--- config.mk ---
export PLATFORM = sky130hd
export DESIGN_NAME = ilv_cmp_gen
export DESIGN_NICKNAME = d
export VERILOG_FILES = /design/src/rtl/ilv_pkg.sv /design/src/rtl/ilv_div_unit.sv /design/src/rtl/ilv_cmp_chan.sv /design/src/rtl/ilv_cmp_gen.sv
export SDC_FILE = /design/constraint.sdc
export NUM_CORES = 1
export LEC_CHECK = 0
export CAP_MARGIN = 20
export CORE_ASPECT_RATIO = 1.1
export CORE_UTILIZATION = 40
export CTS_BUF_LIST = sky130_fd_sc_hd__clkbuf_8
export DETAILED_ROUTE_END_ITERATION = 8
export MAX_ROUTING_LAYER = met4
export PLACE_DENSITY_LB_ADDON = 0.05
export SLEW_MARGIN = 20
export SYNTH_ARGS = -nofsm -noshare
export SYNTH_HDL_FRONTEND = slang
export SYNTH_SLANG_ARGS = --single-unit
--- constraint.sdc ---
create_clock -name clk -period 1.85 [get_ports clk]
set_input_delay 0.37 -clock clk [delete_from_list [all_inputs] [get_ports clk]]
set_output_delay 0.37 -clock clk [all_outputs]
set_load 0.02 [all_outputs]
--- src/rtl/ilv_pkg.sv ---
package ilv_pkg;
  localparam int NUM_CMP = 3;

  typedef enum logic [1:0] {
    MODE_OFF    = 2'b00,
    MODE_DUAL   = 2'b01,
    MODE_TRIPLE = 2'b10,
    MODE_QUAD   = 2'b11
  } ilv_mode_e;

  // Which compare channels the hardware owns in each mode (bit 0 = compare 1)
  function automatic logic [NUM_CMP-1:0] hw_mask(ilv_mode_e m);
    case (m)
      MODE_DUAL:   return 3'b001;
      MODE_TRIPLE: return 3'b011;
      MODE_QUAD:   return 3'b111;
      default:     return 3'b000;
    endcase
  endfunction
endpackage

--- src/rtl/ilv_div_unit.sv ---
module ilv_div_unit
  import ilv_pkg::*;
#(
  parameter int W = 16
) (
  input  logic                      clk,
  input  logic                      rst_n,
  input  logic [W-1:0]              period_i,
  input  ilv_mode_e                 mode_i,
  output logic [NUM_CMP-1:0][W-1:0] hw_val_o,
  output logic [NUM_CMP-1:0]        hw_sel_o
);
  localparam int WX = W + 2;

  logic [W-1:0]  half, third, quarter;
  logic [WX-1:0] third_x2, quarter_x3;
  logic [NUM_CMP-1:0][W-1:0] val_d;

  always_comb begin
    half       = period_i >> 1;
    third      = period_i / W'(3);
    quarter    = period_i >> 2;
    // multiples are taken of the truncated quotient
    third_x2   = {2'b00, third} << 1;
    quarter_x3 = {2'b00, quarter} * WX'(3);
    val_d      = '0;
    case (mode_i)
      MODE_DUAL: val_d[0] = half;
      MODE_TRIPLE: begin
        val_d[0] = third;
        val_d[1] = third_x2[W-1:0];
      end
      MODE_QUAD: begin
        val_d[0] = quarter;
        val_d[1] = half;
        val_d[2] = quarter_x3[W-1:0];
      end
      default: ;
    endcase
  end

  always_ff @(posedge clk or negedge rst_n) begin
    if (!rst_n) begin
      hw_val_o <= '0;
      hw_sel_o <= '0;
    end else begin
      hw_val_o <= val_d;
      hw_sel_o <= hw_mask(mode_i);
    end
  end

  // a channel not owned by hardware never carries a derived value
  AST_UNOWNED_ZERO: assert property (@(posedge clk) disable iff (!rst_n)
    !hw_sel_o[2] |-> (hw_val_o[2] == '0));
endmodule

--- src/rtl/ilv_cmp_chan.sv ---
module ilv_cmp_chan #(
  parameter int W = 16
) (
  input  logic         clk,
  input  logic         rst_n,
  input  logic         wr_en_i,
  input  logic [W-1:0] wr_data_i,
  input  logic         upd_i,
  input  logic         hw_sel_i,
  input  logic [W-1:0] hw_val_i,
  output logic [W-1:0] cmp_o
);
  logic [W-1:0] pre_q, act_q;

  always_ff @(posedge clk or negedge rst_n) begin
    if (!rst_n) begin
      pre_q <= '0;
      act_q <= '0;
    end else begin
      if (wr_en_i) pre_q <= wr_data_i;
      if (upd_i && !hw_sel_i) act_q <= pre_q;
    end
  end

  assign cmp_o = hw_sel_i ? hw_val_i : act_q;

  AST_ACT_FROZEN: assert property (@(posedge clk) disable iff (!rst_n)
    hw_sel_i |=> $stable(act_q));
  AST_NO_WRITE_THROUGH: assert property (@(posedge clk) disable iff (!rst_n)
    !upd_i |=> $stable(act_q));
endmodule

--- src/rtl/ilv_cmp_gen.sv ---
module ilv_cmp_gen
  import ilv_pkg::*;
#(
  parameter int W = 16
) (
  input  logic         clk,
  input  logic         rst_n,
  input  logic [W-1:0] period_i,
  input  logic [1:0]   mode_i,
  input  logic         cmp2_shared_i,
  input  logic [2:0]   wr_en_i,
  input  logic [W-1:0] wr_data_i,
  input  logic         upd_i,
  output logic [W-1:0] cmp1_o,
  output logic [W-1:0] cmp2_o,
  output logic [W-1:0] cmp3_o,
  output logic         cfg_err_o
);
  localparam int WX = W + 2;

  ilv_mode_e                 mode_e;
  logic [NUM_CMP-1:0][W-1:0] hw_val;
  logic [NUM_CMP-1:0]        hw_sel;
  logic [NUM_CMP-1:0][W-1:0] cmp_val;
  logic                      cfg_err_q;
  logic                      started_q;

  assign mode_e = ilv_mode_e'(mode_i);

  ilv_div_unit #(.W(W)) u_div (
    .clk      (clk),
    .rst_n    (rst_n),
    .period_i (period_i),
    .mode_i   (mode_e),
    .hw_val_o (hw_val),
    .hw_sel_o (hw_sel)
  );

  for (genvar k = 0; k < NUM_CMP; k++) begin : g_chan
    ilv_cmp_chan #(.W(W)) u_chan (
      .clk       (clk),
      .rst_n     (rst_n),
      .wr_en_i   (wr_en_i[k]),
      .wr_data_i (wr_data_i),
      .upd_i     (upd_i),
      .hw_sel_i  (hw_sel[k]),
      .hw_val_i  (hw_val[k]),
      .cmp_o     (cmp_val[k])
    );
  end

  always_ff @(posedge clk or negedge rst_n) begin
    if (!rst_n) begin
      cfg_err_q <= 1'b0;
      started_q <= 1'b0;
    end else begin
      cfg_err_q <= mode_i[1] & cmp2_shared_i;
      started_q <= 1'b1;
    end
  end

  assign cmp1_o    = cmp_val[0];
  assign cmp2_o    = cmp_val[1];
  assign cmp3_o    = cmp_val[2];
  assign cfg_err_o = cfg_err_q;

  logic [WX-1:0] c1x, c2x, c3x;
  assign c1x = {2'b00, cmp1_o};
  assign c2x = {2'b00, cmp2_o};
  assign c3x = {2'b00, cmp3_o};

  AST_DUAL_SPLIT: assert property (@(posedge clk) disable iff (!rst_n)
    (started_q && $past(mode_i) == 2'b01) |->
      ((c1x << 1) <= {2'b00, $past(period_i)}) &&
      ((c1x << 1) + WX'(1) >= {2'b00, $past(period_i)}));
  AST_TRIPLE_SPLIT: assert property (@(posedge clk) disable iff (!rst_n)
    (started_q && $past(mode_i) == 2'b10) |->
      (c1x * WX'(3) <= {2'b00, $past(period_i)}) &&
      (c1x * WX'(3) + WX'(2) >= {2'b00, $past(period_i)}) &&
      (c2x == (c1x << 1)));
  AST_QUAD_SPLIT: assert property (@(posedge clk) disable iff (!rst_n)
    (started_q && $past(mode_i) == 2'b11) |->
      ((c1x << 2) <= {2'b00, $past(period_i)}) &&
      ((c1x << 2) + WX'(3) >= {2'b00, $past(period_i)}) &&
      (c3x == c1x * WX'(3)));
  AST_CFG_ERR: assert property (@(posedge clk) disable iff (!rst_n)
    started_q |-> (cfg_err_o == ($past(mode_i[1]) && $past(cmp2_shared_i))));
endmodule

# Word-level counts from Yosys, hierarchy flattened
# Index checks and enable logic that the tools add are counted.
[totals]
ff_bits = 148
input_bits = 41
out_inout_bits = 49
word_cells = 30
[classes]
multipliers = 1
n_div = 1
eq_ne = 3
muxes = 7
bitwise_logic = 1
reduce_logical = 6
[ops]
columns = ["op", "n"]
rows = [
  ["$mux W16", 4],
  ["$pmux W16 S3", 1],
  ["$pmux W16 S2", 1],
  ["$div A16 B2 Y16 const B", 1],
  ["$mul A14 B2 Y16 const B", 1],
  ["$pmux W3 S3", 1],
  ["$eq A2 B2 Y1 const B", 2],
  ["$logic_and A1 B1 Y1", 3],
  ["$logic_not A1 Y1", 3],
  ["$eq A2 B1 Y1 const B", 1],
  ["$and A1 B1 Y1", 1],
]

# Logic depth before layout (Yosys ltp)
# Gate-level depths: netlist of run 1.
[logic_depth]
ltp_word = 2
ltp_mapped = 40
depth_no_buf = 34

# Modules after synthesis
# Synthesis of run 1 repeated with hierarchy kept, for this count alone.
[unflattened]
cells_unflattened = 1136
area_unflattened_um2 = 11213.3
[by_module_without_submodules]
columns = ["mod", "instances", "cells_each", "area_per_inst_um2", "seq_area_each_um2"]
rows = [
  ["ilv_div_unit", 1, 873, 6846.6, 1251.2],
  ["ilv_cmp_chan", 3, 87, 1445.1, 800.8],
  ["ilv_cmp_gen", 1, 2, 31.3, 25.0],
]

# Worst setup path after synthesis of run 1
# Ideal clock, no wire load.
[synth_timing]
kind = "input-to-reg"
start = "input port period_i[3]"
end = "register u_div.hw_val_o[0] (netlist name)"
setup_time_ns = 0.131
t_arrival_ns = 9.891
t_required_ns = 1.719
setup_slack_ns = -8.172
cell_stages = 37
path_buffers = 4
cell_sequence = "clkbuf_1 > clkinv_1 > ha_1 > nand4b_4 > a31oi_4 > or3_4 > a311oi_4 > nor3_1 > o32ai_1 > nor4_1 > and4_4 > or4_1 > buf_2 > a41oi_1 > o32a_2 > nand2_2 > or2_1 > buf_6 > a211oi_4 > nand3_4 > a2111oi_4 > a211o_1 > nand2_1 > or4_1 > buf_2 > o41a_1 > o41ai_2 > nand4_1 > and2_1 > ha_1 > or4bb_1 > nor3_1 > a21boi_1 > or3b_1 > a221o_1 > and4bb_1 > a21oi_1"
[synth_rtl]
columns = ["element", "line", "text"]
rows = [
  ["start, declared", "ilv_cmp_gen.sv:8", "input logic [W-1:0] period_i,"],
  ["end signal, assigned", "ilv_div_unit.sv:47", "hw_val_o <= val_d;"],
  ["end, declared", "ilv_div_unit.sv:10", "output logic [NUM_CMP-1:0][W-1:0] hw_val_o,"],
]

==> results of run 1 <==
[how the worst max path moves through the flow]
stage | startpoint | to | slack [ns] | cells after the start
finish | period_i[5] | u_div.hw_val_o[0] | -7.15 | 37
global route | period_i[12] | u_div.hw_val_o[0] | -7.45 | 42
CTS | period_i[5] | u_div.hw_val_o[0] | -7.03 | 37
detailed placement | period_i[5] | u_div.hw_val_o[0] | -8.20 | 36
global placement | period_i[7] | u_div.hw_val_o[17] | -8.09 | 37
floorplan | period_i[3] | u_div.hw_val_o[0] | -7.39 | 36
[critical path: cells and delay by family]
| family | cells | cell delay, ns |
|---|---|---|
| adder cells (fa/ha/maj) | 2 | 0.41 |
| buffers and inverters | 5 | 0.76 |
| AO/OA/AOI/OAI | 16 | 4.02 |
| AND/OR/NAND/NOR | 13 | 3.39 |
| multiplexers | 1 | 0.36 |
[registers in the layout, indices dropped and copies added, names as in the netlist]
| register | count |
|---|---|
| cfg_err_o | 1 |
| g_chan.u_chan.act_q | 48 |
| g_chan.u_chan.pre_q | 48 |
| u_div.hw_sel_o | 3 |
| u_div.hw_val_o | 47 |
[cell type report]
cell class,instances,share of cell area
clock buffer,20,0.0147
clock inverter,10,0.00965
inverter,27,0.00724
multi-input combinational,912,0.461
sequential,147,0.197
tap,357,0.0239
timing repair buffer,616,0.286
[metal layers]
metal | up-vias | wire [microns]
li1 | 5484 | -
met1 | 5603 | 17400
met2 | 267 | 19600
met3 | 56 | 1250
met4 | 0 | 969
met5 | - | 0
[layout by cell type (no fill, tap or decap), types with 26 or more instances in the layout]
master	n
mux2_4	40
o21ai_0	32
mux2_2	108
buf_6	108
nand2_1	67
a21oi_1	36
clkdlybuf4s50_1	26
nor2_1	88
dfrtp_1	144
buf_4	454
[repair_timing]
item                       CTS  global route
pin swaps                   96            82
buffers inserted           103            45
hold buffers                 1             0
gates cloned                 5             0
setup endpoints to repair   90            84
resized for setup          565           148
hold endpoints to repair    42             0
[logic make-up (layout without fill, tap and decap cells)]
kind of cell,Yosys count,count (layout)
xor gates and xnor gates,45,45
muxes,159,159
buffers and inverters,87,673
and+or+nand+nor,362,362
adders and majority gates,34,34
DFF,147,147
AOI/OAI and AO/OA,311,312
[report_power, final]
group | internal, mW | switching [mW] | total [mW]
Combinational | 6.49 | 5.88 | 12.4
Clock | 1.69 | 1.15 | 2.84
Sequential | 3.62 | 0.223 | 3.85
==> impl_summary.md, run 1 <==
Status
The flow ran to the end, but the final reports show violations. The final reports fail on setup timing.

Global routing
The met1 track demand over resource is 0.361. Across every metal layer, demand over resource in global routing totals 0.287. The first global-routing pass estimated 62,300 microns of wire. The sum of overflow across all layers after global routing is 0.

The global routing stage identified its most utilized layer as met2. The via count of the first global-routing pass is 11.6k. The initial antenna violation count was 0. In the global route stage, met3 resource usage came out at 0.0289. The met2 demand-to-capacity share in global routing is 0.487.

The maximum number of pins on one net before global-route repair is 49.

Yosys
In this run, synthesis inferred 0 flip-flops with an integrated enable. The top-area cell type share of the netlist area is 0.333. The leading area contributor after synthesis is dfrtp_1. dfrtp_1 is the most common cell in the netlist.

The flip-flop and latch count after synthesis is 147. The net count after synthesis is 1,220. The post-synthesis sequential area ratio is 0.333. After synthesis the cells add up to 11,100 sq um. Measured against the total synthesized area, the mux share comes to 0.162.

Ranked by total cell area, the synthesized netlist is headed by dfrtp_1, mux2_2, ha_1. Of the total synthesized cell area, the portion taken by AND, OR, NAND and NOR gates is 0.168. The complex-gate fraction of the synthesized area is 0.228.

The average cell area after synthesis is 9.66 sq um. Yosys printed 0 warnings. In this run, distinct cell masters in the synthesized netlist total 119.

The adder and majority gate portion of the synthesized area is 0.0391. In the synthesized netlist the dominant register cell turns out to be dfrtp_1. The number of standard cells after synthesis is 1,145. Of the total synthesized cell area, the portion taken by XOR and XNOR cells is 0.0370. The fraction of registers with async set/reset is 1.00. Ranked by instance count, the synthesized netlist is headed by dfrtp_1, mux2_2, nor2_1, nand2_1, a21oi_1.

The dominant combinational cell family by area after synthesis is compound AO/OA/AOI/OAI gates.

Final layout
The combined flip-flop and latch cell area is 3680 sq um. The multi-input logic area is 8610 sq um. The finished layout cell area is 18,700 sq um. After the last flow step, the layout net total stands at 1,796. Once layout is complete, the cells apart from fillers number 2,089.

The fill cell instance count of the final layout is 2,127. The post-layout utilization of the core is 0.690. The number of diodes is 0. Of the cells placed in the final design, the portion with a size suffix greater than 1 is 0.591. Compared with the post-synthesis result, the final layout area differs by 68.8%.

Critical path
The path type of the worst setup path is input port to flop. The slowest library cell on the worst path is or4_4. The beginning of the worst register-to-register path is u_div.hw_sel_o[0].

In this design, the stage delay of the slowest critical-path cell is 0.52 ns. The path depth of the worst reg2reg path is 7. The maximum fanout count along the critical path is 7. At the worst endpoint, the required time is 2.17 ns. The type of element launching the critical path is an input port.

STA puts the critical path data arrival time at 9.32 ns. The capture point of the worst reg-to-reg path is g_chan[0].u_chan.act_q[11]. The slack of the worst reg-to-reg path is 0.04 ns. The sort of element at the end of the critical path is a flop.

Timing
The number of setup violations in the final report is 63. Setup repair after global routing could not meet its margin everywhere. The minimum setup slack in the final design is -7.15 ns. Across all hold checks on the routed design, the worst slack comes to 0.289 ns.

The final hold violation count is 0. For the final routed database, the setup TNS stands at -95.18 ns. Derived from the worst setup path, the maximum achievable clock frequency is 111 MHz. Of the available clock period, the critical path in the final layout requires 4.87. The clock arrives with 0.00734 ns of skew. The routed design could run at a clock period as short as 9.00 ns. The transition time of the tightest slew-check pin is 0.577 ns. The total count of max-transition violations in the final report is 0.

The worst slew margin relative to its limit is 0.613.

Power and ir drop
In this run the power density over the cells is 1020 nW/um^2. For this design the static power due to leakage is 8.31 nW. The total chip power is 19.1 mW. The largest vdd supply drop is 1690 uV.

Die
Row generation in the floorplan step produced 63 rows. For this design the top-level I/O count stands at 90. The floorplan step set the die width to 161 microns.

The die outline area is 28,300 sq um. The area of the placeable core is 27,000 sq um. The initial core utilization is 0.409.

The vertical extent of the die is 176 microns.

Worst hold path
The class of the tightest hold or removal check is input port to flop. The endpoint with the worst hold slack is u_div.hw_val_o[4]. The startpoint identified for the worst hold timing path is period_i[5]. The cell depth of the worst min-delay path is 3.

Route
After detailed routing, the average wire length per cell comes to 18.7 microns. The final layout contains routed wiring with a total length of 39,100 microns. In the routed design, unresolved DRC markers number 0. The first detailed-routing pass ran for 5 iterations.

Dividing the detail-routed via count by the number of cells gives 5.46. The overall via count from detail_route is 11.4k. The count of nets left with antenna violations once routing finished came out at 0. The number of violations reported at the end of detailed-routing iteration 0 is 552.

Placed design
The post-placement worst setup slack is -8.20 ns. Routability-driven placement finished with a final weighted congestion of 0.915. In this run, placement finished with an instance count of 1,940. The instance area after placement is 15,600 sq um. The number of port buffers is 89. The HPWL after detailed placement is 28,200 microns.

CTS
For this design, the sink count on the clock tree is 147. The cell at the root of the clock tree is clkbuf_8. The later pin in the worst-skew pair is clocked with a latency of 0.44 ns. The clock-pin transition on the worst setup and hold timing paths is 0.08 ns. The TritonCTS clock tree is yes.

TritonCTS created 17 clock buffers. The H-tree depth is 4. The longest clock path from root to sink contains 2 buffers.

Flow run
Across the run, the number of max-cap violations was 0.
No activity file was read; power rests on OpenSTA's default activity.
==> inputs of run 2 (changes only) <==
CORE_MARGIN = 2   (was default)
CTS_CLUSTER_SIZE = 28   (was default)
MAX_ROUTING_LAYER = default   (was met4)
==> run 2 against run 1 <==
The flow still finishes with violations (setup timing). Worst setup slack got worse by 0.020 ns. Largest power group unchanged. Utilization fell by 0.48 points. Clock power fell by 13%.
==> impl_summary.md, run 2 (same netlist as run 1, synthesis figures left out) <==
Timing
The final clock period utilization by the worst path is 4.88 (was 4.87). The setup skew after layout is 0.0117 ns (was 0.00734 ns). The final period demand of the worst path is 9.02 ns (was 9.00 ns). The final hold violation count was 0 (unchanged). The highest clock frequency the design can meet is 111 MHz (about the same). The minimum setup slack in the final design is -7.17 ns (was -7.15 ns). The total count of max-transition violations in the final report came to 0 (unchanged). Unrepaired setup endpoints after global routing: true (unchanged). The transition time of the tightest slew-check pin is 0.589 ns (was 0.577 ns). The worst slew margin relative to its limit is 0.605 (was 0.613). The number of setup violations in the final report is 82 (was 63).

Final layout
The number of diodes was 0 (unchanged). The commonest non-fill, non-tap cell in the layout is buf_4 (unchanged). The ratio of cells with drive above 1 in the final layout is 0.590 (was 0.591). The combined flip-flop and latch cell area is 3680 sq um (about the same).

The count of nets after finishing is 1,767 (was 1,796). The finished layout cell area is 18,600 sq um (was 18,700 sq um). Largest registers: g_chan.u_chan.act_q x48, g_chan.u_chan.pre_q x48, u_div.hw_val_o x47 (unchanged). The synthesis-to-layout area growth is 68.1% (was 68.8%). The multi-input logic area is 8720 sq um (was 8610 sq um). The post-layout instance count excluding filler cells is 2,062 (was 2,089). Most frequent cells in the layout: buf_4, dfrtp_1, mux2_2 (was buf_4, dfrtp_1, mux2_2, buf_6, nor2_1). The fill cell instance count of the final layout is 2,057 (was 2,127).

Route
The first-pass detailed-route iteration total is 5 (unchanged). The number of violations reported at the end of detailed-routing iteration 0 is 750 (was 552). The post-detailed-route via-to-cell ratio is 5.51 (was 5.46). The DRC violations left is 0 (unchanged).

The overall via count from detail_route was 11.4k (about the same). The average wire per standard cell is 18.6 microns (was 18.7 microns). The total detailed-routing wirelength was 38,300 microns (was 39,100 microns). The post-detailed-route count of antenna-violating nets is 0 (unchanged).

Die
The floorplan die width came to 163 microns (was 161 microns). The area of the placeable core is 27,100 sq um (was 27,000 sq um). The die outline area is 29,000 sq um (was 28,300 sq um).

The number of standard-cell rows in the floorplan came to 63 (unchanged). The initial core utilization is 0.408 (was 0.409). The number of primary I/O pins came to 90 (unchanged). The vertical extent of the die came to 178 microns (was 176 microns).

Worst hold path
The class of the tightest hold or removal check is input port to flop (unchanged). The cell depth of the worst min-delay path is 3 (unchanged).

Critical path
The type of element launching the critical path is an input port (unchanged). The sort of element at the end of the critical path is a flop (unchanged). The path depth of the worst reg2reg path was 5 (was 7). The required time of the critical path was 2.18 ns (was 2.17 ns). The family with the most delay on the worst path was simple AND/OR/NAND/NOR gates (was compound AO/OA/AOI/OAI gates).

The buffering stage count on the worst path with inverters included came to 8 (was 5). The maximum fanout count along the critical path is 5 (was 7). The number of cells on the critical path came to 39 (was 37). Counting stages on the worst path, the most repeated cell is buf_6.

The path type of the worst setup path is input port to flop (unchanged). The slack of the worst reg-to-reg path is 0.18 ns (was 0.04 ns). The slowest library cell on the worst path is or4_4 (unchanged). The delay of the slowest cell on the worst path is 0.57 ns (was 0.52 ns). The critical path data arrival time is 9.35 ns (was 9.32 ns).

Placed design
The estimated wirelength of the detail-placed design is 27,200 microns (was 28,200 microns). The count of placed standard cells including taps is 1,908 (was 1,940). The routability congestion estimate from global placement is 0.921 (was 0.915). The instance area after placement is 15,400 sq um (was 15,600 sq um). The number of port buffers came to 89 (unchanged).

Global routing
The maximum number of pins on one net before global-route repair is 42 (was 49). The sum of overflow across all layers after global routing came to 0 (unchanged). The via count of the first global-routing pass is 11.1k (was 11.6k). The total global-route track usage is 0.251 (was 0.287). The initial antenna violation count is 0 (unchanged). The global-route wire length before repair was 58,000 microns (was 62,300 microns).

CTS
The total CTS buffers was 17 (unchanged). The clock-pin transition on the worst setup and hold timing paths is 0.09 ns (was 0.08 ns). The clock insertion delay at the later pin of the skew report is 0.45 ns (was 0.44 ns). The cell at the root of the clock tree is clkbuf_8 (unchanged).

The TritonCTS clock tree is yes (unchanged). The number of sinks driven by the clock tree came to 147 (unchanged). The H-tree depth is 4 (unchanged). The maximum count of clock buffers along a single path is 2 (unchanged).

Power and ir drop
The ratio of total power to cell area is 985 nW/um^2 (was 1020 nW/um^2). The largest vdd supply drop is 973 uV (was 1690 uV). The leakage power figure is 8.11 nW (was 8.31 nW).

Status
Failing checks: setup timing (unchanged). Outcome: finished with violations (unchanged).

Flow run
The max-capacitance violation count came to 0 (unchanged).
-- run 2: cell count changes in the layout (fill, tap and decap cells not counted), moves of 6 or more --
cell	before	now
mux2_4	40	28
mux2_2	108	120
buf_4	454	394
buf_2	5	14
clkbuf_2	0	6
-- run 2: final cells by class --
type                       count  share of cell area
clock buffer                  19              0.0141
timing repair buffer         587               0.280
sequential                   147               0.198
tap                          357              0.0240
multi-input combinational    912               0.469
inverter                      27             0.00727
clock inverter                13             0.00727
-- run 2: final timing paths --
| kind | to | startpoint |
|---|---|---|
| max | u_div.hw_val_o[0] | period_i[5] |
| max in group asynchronous | u_div.hw_sel_o[1] | rst_n |
| min in group asynchronous | g_chan[2].u_chan.pre_q[13] | rst_n |
| max reg2reg | g_chan[0].u_chan.act_q[14] | u_div.hw_sel_o[0] |
| min | u_div.hw_val_o[4] | period_i[5] |
| min reg2reg | g_chan[2].u_chan.act_q[10] | g_chan[2].u_chan.pre_q[10] |
-- run 2: routing by layer --
| metal | share of wire | track usage |
|---|---|---|
| met5 | 0 | 0 |
| met1 | 0.45 | 0.340 |
| met2 | 0.50 | 0.435 |
| met3 | 0.029 | 0.0235 |
| met4 | 0.021 | 0.0623 |
-- run 2: power breakdown --
group	leakage, nW	switching [mW]	internal, mW
Combinational	6.14	5.75	6.27
Clock	0.201	1.19	1.27
Sequential	1.77	0.214	3.62
Total	8.11	7.16	11.2
-- run 2: timing repair --
item | in CTS | in global routing
hold endpoints to repair | 36 | 0
pin swaps | 56 | 93
resized for setup | 350 | 331
gates cloned | 2 | 3
buffers inserted | 39 | 88
hold buffers | 1 | 0
setup endpoints to repair | 89 | 86
-- run 2: stage by stage --
stage	TNS, ns	util	setup slack, ns	power (mW)	hold WS, ns
after floorplan	-86.76	-	-7.39	9.13	0.0744
after global placement	-130.85	0.569	-8.10	13.6	0.306
after detailed placement	-133.42	0.569	-8.33	13.7	0.308
after CTS	-96.44	0.623	-6.90	17.0	0.272
after global routing	-105.44	0.686	-7.48	19.4	0.274
final	-97.92	0.686	-7.17	18.3	0.295
-- run 2: worst reg2reg max path: stages (launching register included) --
cell and delay [ns]:
dfrtp_1 0.43, buf_6 0.16, buf_4 0.15, nor2b_1 0.24, buf_12 0.21, mux2_2 0.36
